File: config.mk
export PLATFORM = sky130hd
export DESIGN_NAME = row_lane_serializer
export DESIGN_NICKNAME = d
export VERILOG_FILES = /design/src/rtl/rls_pkg.sv /design/src/rtl/row_source_select.sv /design/src/rtl/row_hold_buffer.sv /design/src/rtl/lane_serializer.sv /design/src/rtl/marker_gen.sv /design/src/rtl/row_lane_serializer.sv
export SDC_FILE = /design/constraint.sdc
export NUM_CORES = 1
export LEC_CHECK = 0
export ABC_AREA = 1
export CAP_MARGIN = 20
export CORE_ASPECT_RATIO = 2
export CORE_UTILIZATION = 52
export DETAILED_ROUTE_END_ITERATION = 8
export PLACE_DENSITY = 0.91
export SETUP_SLACK_MARGIN = 0.02
export SLEW_MARGIN = 20
export SYNTH_ARGS = -nofsm -noshare
export SYNTH_HDL_FRONTEND = slang
export SYNTH_SLANG_ARGS = --single-unit
File: constraint.sdc
create_clock -name clk -period 4.6 [get_ports clk]
set_input_delay 1.38 -clock clk [delete_from_list [all_inputs] [get_ports clk]]
set_output_delay 1.38 -clock clk [all_outputs]
set_load 0.01 [all_outputs]
File: src/rtl/rls_pkg.sv
// Shared types and helpers for the row-to-lane serializer.
package rls_pkg;
    typedef enum logic {
        MK_PULSE = 1'b0,
        MK_CLOCK = 1'b1
    } mk_mode_e;

    // Row slot length in main-clock cycles: two cycles per serial bit.
    function automatic int unsigned slot_len(input int unsigned bits_per_lane);
        return 2 * bits_per_lane;
    endfunction
endpackage

File: src/rtl/row_source_select.sv
// Chooses the source of a row (hit flags or test line) and clears disabled
// columns. Purely combinational; assumes all inputs are stable at handover.
module row_source_select #(
    parameter int NCOLS = 128
) (
    input  logic             pat_all,
    input  logic             xrow_en,
    input  logic             row_xtra,
    input  logic [NCOLS-1:0] row_bits,
    input  logic [NCOLS-1:0] test_line,
    input  logic [NCOLS-1:0] col_off,
    output logic [NCOLS-1:0] prepped
);
    logic use_line;

    // Source choice followed by the column mask.
    always_comb begin
        use_line = pat_all | (xrow_en & row_xtra);
        prepped  = (use_line ? test_line : row_bits) & ~col_off;
    end
endmodule

File: src/rtl/row_hold_buffer.sv
// Second stage of the double buffer: holds one prepared row until the
// serializer takes it. Assumes at most one handover per row slot.
module row_hold_buffer #(
    parameter int NCOLS = 128
) (
    input  logic             clk,
    input  logic             rst_n,
    input  logic             load,
    input  logic             take,
    input  logic [NCOLS-1:0] din,
    input  logic             din_end,
    input  logic [NCOLS-1:0] col_off,
    output logic [NCOLS-1:0] hold_q,
    output logic             hold_end,
    output logic             hold_full
);
    // Capture a new row; clear the full flag once the serializer takes it.
    always_ff @(posedge clk) begin
        if (!rst_n) begin
            hold_q    <= '0;
            hold_end  <= 1'b0;
            hold_full <= 1'b0;
        end else if (load) begin
            hold_q    <= din;
            hold_end  <= din_end;
            hold_full <= 1'b1;
        end else if (take) begin
            hold_full <= 1'b0;
        end
    end

    p_mask_applied_r3: assert property (@(posedge clk) disable iff (!rst_n)
        load |=> ((hold_q & $past(col_off)) == '0));
endmodule

File: src/rtl/lane_serializer.sv
// Shift stage: takes a held row at the end of the current slot (or at once
// when idle) and sends it on LANES lanes, highest column of each lane first,
// one bit per two clock cycles. Drives the half-rate digital clock.
module lane_serializer #(
    parameter int NCOLS = 128,
    parameter int LANES = 16
) (
    input  logic                                  clk,
    input  logic                                  rst_n,
    input  logic [NCOLS-1:0]                      hold_q,
    input  logic                                  hold_end,
    input  logic                                  hold_full,
    output logic                                  take,
    output logic                                  active,
    output logic [$clog2(NCOLS/LANES)-1:0]        bit_idx,
    output logic                                  sh_end,
    output logic [LANES-1:0]                      dout,
    output logic                                  dclk
);
    localparam int BPL  = NCOLS / LANES;
    localparam int SLOT = rls_pkg::slot_len(BPL);
    localparam int CW   = $clog2(SLOT);
    localparam int BW   = $clog2(BPL);
    localparam logic [CW-1:0] LAST_CNT = CW'(SLOT - 1);
    localparam logic [BW-1:0] TOP_BIT  = BW'(BPL - 1);

    logic [NCOLS-1:0] sh_q;
    logic [CW-1:0]    cnt;

    // Handover point: free serializer or last cycle of the current slot.
    always_comb begin
        take    = hold_full && (!active || (cnt == LAST_CNT));
        bit_idx = cnt[CW-1:1];
        dclk    = active & cnt[0];
    end

    // Slot counter and shift register.
    always_ff @(posedge clk) begin
        if (!rst_n) begin
            sh_q   <= '0;
            sh_end <= 1'b0;
            cnt    <= '0;
            active <= 1'b0;
        end else if (take) begin
            sh_q   <= hold_q;
            sh_end <= hold_end;
            cnt    <= '0;
            active <= 1'b1;
        end else if (active) begin
            if (cnt == LAST_CNT) begin
                active <= 1'b0;
                cnt    <= '0;
            end else begin
                cnt <= cnt + 1'b1;
            end
        end
    end

    // Per-lane bit pick, most significant column first.
    for (genvar k = 0; k < LANES; k++) begin : g_lane
        logic [BPL-1:0] lane_bits;
        always_comb begin
            lane_bits = sh_q[k*BPL +: BPL];
            dout[k]   = active & lane_bits[TOP_BIT - bit_idx];
        end
    end

    p_bit_hold_r2: assert property (@(posedge clk) disable iff (!rst_n)
        (active && cnt[0]) |-> $stable(dout));
    p_clk_toggle_r2: assert property (@(posedge clk) disable iff (!rst_n)
        (active && $past(active)) |-> (dclk != $past(dclk)));
endmodule

File: src/rtl/marker_gen.sv
// Sync markers. The enable seen with a frame's last row is applied from the
// first row of the next frame. Mode picks pulses or gated clocks.
module marker_gen #(
    parameter int BW = 3
) (
    input  logic          clk,
    input  logic          rst_n,
    input  logic          row_stb,
    input  logic          row_end,
    input  logic          sync_en,
    input  logic          sync_mode,
    input  logic          samp_clk,
    input  logic          take,
    input  logic          active,
    input  logic          sh_end,
    input  logic [BW-1:0] bit_idx,
    input  logic          dclk,
    output logic          mk_ana,
    output logic          mk_dig
);
    import rls_pkg::*;

    logic     arm_req;
    logic     arm_q;
    mk_mode_e mode;

    // Request captured with the frame's last row; applied at the next frame start.
    always_ff @(posedge clk) begin
        if (!rst_n) begin
            arm_req <= 1'b0;
            arm_q   <= 1'b0;
        end else begin
            if (row_stb && row_end)
                arm_req <= sync_en;
            if (take && sh_end)
                arm_q <= arm_req;
        end
    end

    // Marker shape per mode.
    always_comb begin
        mode = mk_mode_e'(sync_mode);
        if (mode == MK_PULSE) begin
            mk_ana = arm_q & active & sh_end;
            mk_dig = arm_q & active & sh_end & (&bit_idx);
        end else begin
            mk_ana = arm_q & active & samp_clk;
            mk_dig = arm_q & dclk;
        end
    end

    p_disarm_quiet_r7: assert property (@(posedge clk) disable iff (!rst_n)
        (take && sh_end && !arm_req) |=> (!mk_ana && !mk_dig));
endmodule

File: src/rtl/row_lane_serializer.sv
// Top: source select and mask, hold register, lane shifter, markers.
// Assumes row handovers come at most once per 16-cycle slot.
module row_lane_serializer #(
    parameter int NCOLS = 128,
    parameter int LANES = 16
) (
    input  logic             clk,
    input  logic             rst_n,
    input  logic             row_stb,
    input  logic [NCOLS-1:0] row_bits,
    input  logic             row_end,
    input  logic             row_xtra,
    input  logic [NCOLS-1:0] col_off,
    input  logic [NCOLS-1:0] test_line,
    input  logic             pat_all,
    input  logic             xrow_en,
    input  logic             sync_en,
    input  logic             sync_mode,
    input  logic             samp_clk,
    output logic [LANES-1:0] dout,
    output logic             dclk,
    output logic             mk_ana,
    output logic             mk_dig
);
    localparam int BW = $clog2(NCOLS / LANES);

    logic [NCOLS-1:0] prepped;
    logic [NCOLS-1:0] hold_q;
    logic             hold_end;
    logic             hold_full;
    logic             take;
    logic             active;
    logic [BW-1:0]    bit_idx;
    logic             sh_end;

    row_source_select #(.NCOLS(NCOLS)) u_sel (
        .pat_all(pat_all), .xrow_en(xrow_en), .row_xtra(row_xtra),
        .row_bits(row_bits), .test_line(test_line), .col_off(col_off),
        .prepped(prepped)
    );

    row_hold_buffer #(.NCOLS(NCOLS)) u_hold (
        .clk(clk), .rst_n(rst_n), .load(row_stb), .take(take),
        .din(prepped), .din_end(row_end), .col_off(col_off),
        .hold_q(hold_q), .hold_end(hold_end), .hold_full(hold_full)
    );

    lane_serializer #(.NCOLS(NCOLS), .LANES(LANES)) u_ser (
        .clk(clk), .rst_n(rst_n), .hold_q(hold_q), .hold_end(hold_end),
        .hold_full(hold_full), .take(take), .active(active),
        .bit_idx(bit_idx), .sh_end(sh_end), .dout(dout), .dclk(dclk)
    );

    marker_gen #(.BW(BW)) u_mk (
        .clk(clk), .rst_n(rst_n), .row_stb(row_stb), .row_end(row_end),
        .sync_en(sync_en), .sync_mode(sync_mode), .samp_clk(samp_clk),
        .take(take), .active(active), .sh_end(sh_end), .bit_idx(bit_idx),
        .dclk(dclk), .mk_ana(mk_ana), .mk_dig(mk_dig)
    );

    p_pulse_nested_r8: assert property (@(posedge clk) disable iff (!rst_n)
        (!sync_mode && mk_dig) |-> mk_ana);
    p_pulse_width_r8: assert property (@(posedge clk) disable iff (!rst_n)
        (!sync_mode && $past(!sync_mode) && $rose(mk_dig)) |=> mk_dig);
    p_clock_copy_r9: assert property (@(posedge clk) disable iff (!rst_n)
        (sync_mode && mk_dig) |-> dclk);
endmodule

After elaboration in Yosys (flattened, before gate mapping) --
Index checks and enable logic that the tools add are counted.
Storage, ports and cells: register bits after elaboration 266, bits in latches 0, memory bits (writable) 0, memory bits (read-only) 0, input bits 394, output and inout bits 19, word-level logic and storage cells 89, memories kept 0
Operators by class: $add $sub $neg 2, multiply operators 0, div/mod/pow operators 0, $lt $le $gt $ge 1, eq/ne operators 1, shifts and indexed selects 0, mux-type cells 41, bitwise logic cells 27, reduce and logical (&&, ||, !) cells 8
Operator list (count):
- bitwise AND 128 bit | 1
- 2-to-1 mux 128 bit | 1
- inverter 128 bit | 1
- binary-select mux 1 bit (select 3 bit) | 16
- bitwise AND 1 bit | 23
- 2-to-1 mux 1 bit | 23
- adder 4 x 1 -> 4 bit, second input constant | 1
- == test 4 bit, second input constant | 1
- less-than comparator 3 x 4 -> 1 bit, second input constant | 1
- 2-to-1 mux 4 bit | 1
- logical AND 1 bit | 3
- AND reduction 3 bit | 1
- subtractor 3 bit, first input constant | 1
- nonzero test 2 bit | 1
- OR reduction 2 bit | 1
- zero test 1 bit | 1
- logical OR 1 bit | 1
- inverter 1 bit | 1
- OR 1 bit | 1

Logic depth before layout (Yosys ltp) --
depth after elaboration 5, depth in mapped cells 9, gate-level depth less buffers 7

Hierarchy --
Synthesis repeated with hierarchy kept, for this count alone.
Unflattened totals: cells, all modules 2435, area total of the unflattened synthesis 14716.6 sq um
Modules (own cells, without submodules):
- lane_serializer | instances 1, cells an instance 1023, area each 6449.9 sq um, seq. area each 2682.6 sq um
- row_hold_buffer | instances 1, cells an instance 564, area each 4509.3 sq um, seq. area each 2602.5 sq um
- row_source_select | instances 1, cells an instance 826, area each 3634.7 sq um, seq. area each 0.0 sq um
- marker_gen | instances 1, cells an instance 22, area each 122.6 sq um, seq. area each 40.0 sq um

Worst setup path after synthesis --
OpenSTA, ideal clock, no wires.
kind input -> output, from input port sync_mode, to output port mk_dig, data arrival time 1814 ps, data required time 3220 ps, path slack 1406 ps, stages 2, path buffers 0, cells stage by stage nand3b_1 o21ai_0
On the way: longest elaborated chain between the ends 1
Ends and longest elaborated chain:
- start: declaration | RTL line row_lane_serializer.sv:18 | input logic sync_mode,
- 2-to-1 mux 1 bit | RTL line marker_gen.sv:43 | if (mode == MK_PULSE) begin
- end: declaration | RTL line row_lane_serializer.sv:23 | output logic mk_dig
No other way between the ends.

Worst setup path after layout --
Same ends and word-level chain as after synthesis.

==> flow_metrics.env <==
export IMPL_overflow=0
export IMPL_floorplan_die_area_mm2=0.0271
export IMPL_max_freq_ghz=0.242
export IMPL_grt_use_total_pct=27.6
export IMPL_synth_edff_count=0
export IMPL_critical_path_startpoint_type="primary input"
export IMPL_synth_compound_gate_area_share_pct=14.4
export IMPL_timing_critical_path_slowest_stage_cell="clkdlybuf4s50_1"
export IMPL_cts_sink_count=266
export IMPL_synth_distinct_cells=23
export IMPL_detailedRoute_firstPassIterationCount=5
export IMPL_initial_utilization_pct=53.3
export IMPL_floorplan_die_width_um=117
export IMPL_io_pins=413
export IMPL_synth_warning_count=0
export IMPL_worst_ep_required_time_ps=3220
export IMPL_crit_path_start="sync_mode"
export IMPL_gp_routability_congestion=0.819
export IMPL_power_density_over_cell_area_mw_per_mm2=298
export IMPL_setup_viol=0
export IMPL_finalSetupTns_ps=0
export IMPL_grt_max_degree=131
export IMPL_crit_path_end="mk_dig"
export IMPL_yosys_area_share_xor_xnor_pct=0
export IMPL_syn_mean_instance_area_um2=6.76
export IMPL_ys_ff_latch=266
export IMPL_worst_skew_pair_late_latency_ps=510
export IMPL_ys_seq_area_share_pct=38.8
export IMPL_vias_in_the_first_global_route=13534
export IMPL_peakVddDrop_v=0.000229
export IMPL_cts_htree_levels=1
export IMPL_synth_top_family_by_area="simple AND/OR/NAND/NOR gates"
export IMPL_static_leak_nw=7.75
export IMPL_fp_row_count=83
export IMPL_drt_first_iter_violations=599
export IMPL_cts_clk_slew_worst_paths_ps=70
export IMPL_maxCapViolCount=0
export IMPL_path_delay_family="buffers and inverters"
export IMPL_rr_endpoint="u_ser.sh_q[79]"
export IMPL_critical_path_top_cell_by_count="clkdlybuf4s50_1"
export IMPL_reg2reg_setup_slack_ps=1940
export IMPL_worstPathArrival_ps=2750
export IMPL_timing_hold_violations_final=0
export IMPL_routed_via_count=13999
export IMPL_multiplexer_share_of_the_synthesized_area_pct=0
export IMPL_async_reset_ff_share_pct=0
export IMPL_routedWlPerCell_um=14.2
export IMPL_clockBufferDepth=3
export IMPL_critical_path_peak_fanout=3
export IMPL_areaGrowthSynthToFinish_pct=34.8
export IMPL_number_of_buffers_added_for_setup_after_cts=0
export IMPL_layout_drive_gt1_share_pct=2.98
export IMPL_rsz_0062_raised_after_global_routing="false"
export IMPL_setup_slack_ps=472
export IMPL_timing_critical_path_slowest_cell_delay_ps=560
export IMPL_multi_input_area_mm2=0.00665
export IMPL_die_h_um=232
export IMPL_antenna_found_initial=0
export IMPL_core_mm2=0.0258
export IMPL_timing_final_crit_period_ps=4130
export IMPL_setup_worst_path_class="primary input to output port"
export IMPL_finalNetCount=2729
export IMPL_port_buffer_count=412
export IMPL_period_share_pct=89.7
export IMPL_synth_area_leaders="dfxtp_1, nand3b_1, o21ai_0"
export IMPL_grt_first_pass_wirelength_mm=60.4
export IMPL_cts_hold_fix_buffers=0
export IMPL_cts_tree="yes"
export IMPL_cts_made_buffers=23
export IMPL_antenna_cells_inserted=0
export IMPL_path_buf_inv=2
export IMPL_num_fill_cells=2010
export IMPL_netlist_area_mm2=0.0137
export IMPL_postRouteWirelength_mm=38.3
export IMPL_netlist_top_cell_by_area="dfxtp_1"
export IMPL_run_status="finished clean"
export IMPL_netlist_area_leader_share_pct=38.8
export IMPL_fin_skew_ps=10.2
export IMPL_ff_latch_area_mm2=0.00533
export IMPL_post_cts_resized=0
export IMPL_r2r_cells=9
export IMPL_antenna_left=0
export IMPL_timing_hold_worst_class="flop to flop"
export IMPL_timing_max_transition_violations_final=0
export IMPL_drc=0
export IMPL_rr_startpoint="u_ser.cnt[1]"
export IMPL_max_slew_margin_pct=43.2
export IMPL_end_kind="output port"
export IMPL_synth_fa_ha_area_share_pct=0.0911
export IMPL_clock_root_buffer="clkbuf_16"
export IMPL_syn_num_nets=2427
export IMPL_area_share_of_and_or_nand_nor_cells_after_synthesis_pct=33.9
export IMPL_worstSetupPathDepth=4
export IMPL_hpwl_mm=26.9
export IMPL_max_slew_worst_pin_slew_ps=852
export IMPL_synth_top_flop_cell="dfxtp_1"
export IMPL_cp_cell_sequence="clkdlybuf4s50_1 -> nand3b_1 -> o21ai_0 -> clkdlybuf4s50_1"
export IMPL_pre_cts_slack_ps=465
export IMPL_post_drt_via_cell_ratio=5.20
export IMPL_post_synth_inst_count=2032
## layout by cell type, fill, tap and decap left out, types with 6 or more instances in the layout
cell type and n:
nand3_1 86, nand3b_1 257, a21oi_1 133, o21ai_0 238, nand2_1 299, clkbuf_16 23, o21ai_1 23, dfxtp_1 263
clkdlybuf4s50_1 410, inv_1 266, clkinv_2 6, nor2_1 299, buf_4 13
## state kept, by name, indices dropped and copies added (netlist names)
signal	flops
u_ser.cnt	4
u_mk.arm_q	1
u_ser.sh_q	128
u_ser.sh_end	1
u_hold.hold_q	128
u_mk.arm_req	1
u_hold.hold_full	1
u_hold.hold_end	1
u_ser.active	1
## layer usage
layer | wire length, um | GRT usage [%] | part of all wire, % | up-vias
met5 | 0 | 0 | 0 | -
met2 | 20400 | 53.2 | 53 | 454
met3 | 2310 | 4.23 | 6.0 | 112
li1 | - | - | - | 7066
met1 | 13700 | 27.1 | 36 | 6367
met4 | 1910 | 14.8 | 5.0 | 0
## area by class of cell
class,count,share of cell area [%]
multi-input cells,1343,35.9
flip-flops and latches,266,28.8
repair buffers,431,23.4
inverters,269,5.48
clock buffers,30,3.47
well taps,340,2.30
clock inverters,11,0.615
## cells in the mapped netlist, types with 2 or more instances
library cell  number
buf_4              2
o21ai_0          238
nand3_1           86
buf_1             13
clkbuf_2          10
dfxtp_1          266
nand3b_1         257
o21ai_1           23
buf_6             13
clkbuf_1          72
inv_1            268
buf_2             43
nand2_1          301
a21oi_1          133
nor2_1           299
## power by group
part | internal, mW | switching [mW] | total (mW)
sequential | 2.47 | 0.0837 | 2.55
combinational | 0.544 | 0.467 | 1.01
clock | 1.10 | 0.849 | 1.95
total | 4.11 | 1.40 | 5.51
## per-stage QoR
stage | hold WS (ps) | std cells | total power [mW] | utilization [%] | instance area (um2)
floorplan | 430 | 2032 | 3.14 | - | 13700
global placement | 451 | 2649 | 3.56 | 68.9 | 17800
detailed placement | 470 | 2649 | 3.60 | 68.9 | 17800
CTS | 481 | 2690 | 5.54 | 71.9 | 18500
global route | 504 | 2690 | 5.78 | 71.9 | 18500
finish | 476 | 2690 | 5.51 | 71.9 | 18500
## worst reg2reg max path, delay by kind of cell (launching register included)
kind	cells	cell delay, ps
adders and majority gates	1	330
and+or+nand+nor	5	570
buffers and inverters	3	1370
DFF	1	330
## worst min path at each step
stage,from,end,cells past startpoint
2_1_floorplan,u_mk.arm_req,u_mk.arm_req,2
3_3_place_gp,u_hold.hold_end,u_hold.hold_end,2
3_5_place_dp,u_hold.hold_end,u_hold.hold_end,2
4_1_cts,u_hold.hold_end,u_hold.hold_end,2
5_1_grt,u_ser.sh_q[32],u_ser.sh_q[32],2
6_report,u_hold.hold_end,u_hold.hold_end,2
## logic make-up (layout without fill, tap and decap cells)
| logic type | Yosys count | after routing |
|---|---|---|
| fa+ha+maj | 1 | 1 |
| buf+inv | 423 | 741 |
| flops | 266 | 266 |
| simple gates | 948 | 948 |
| compound gates | 394 | 394 |
Power figures use the tool's default switching activity.
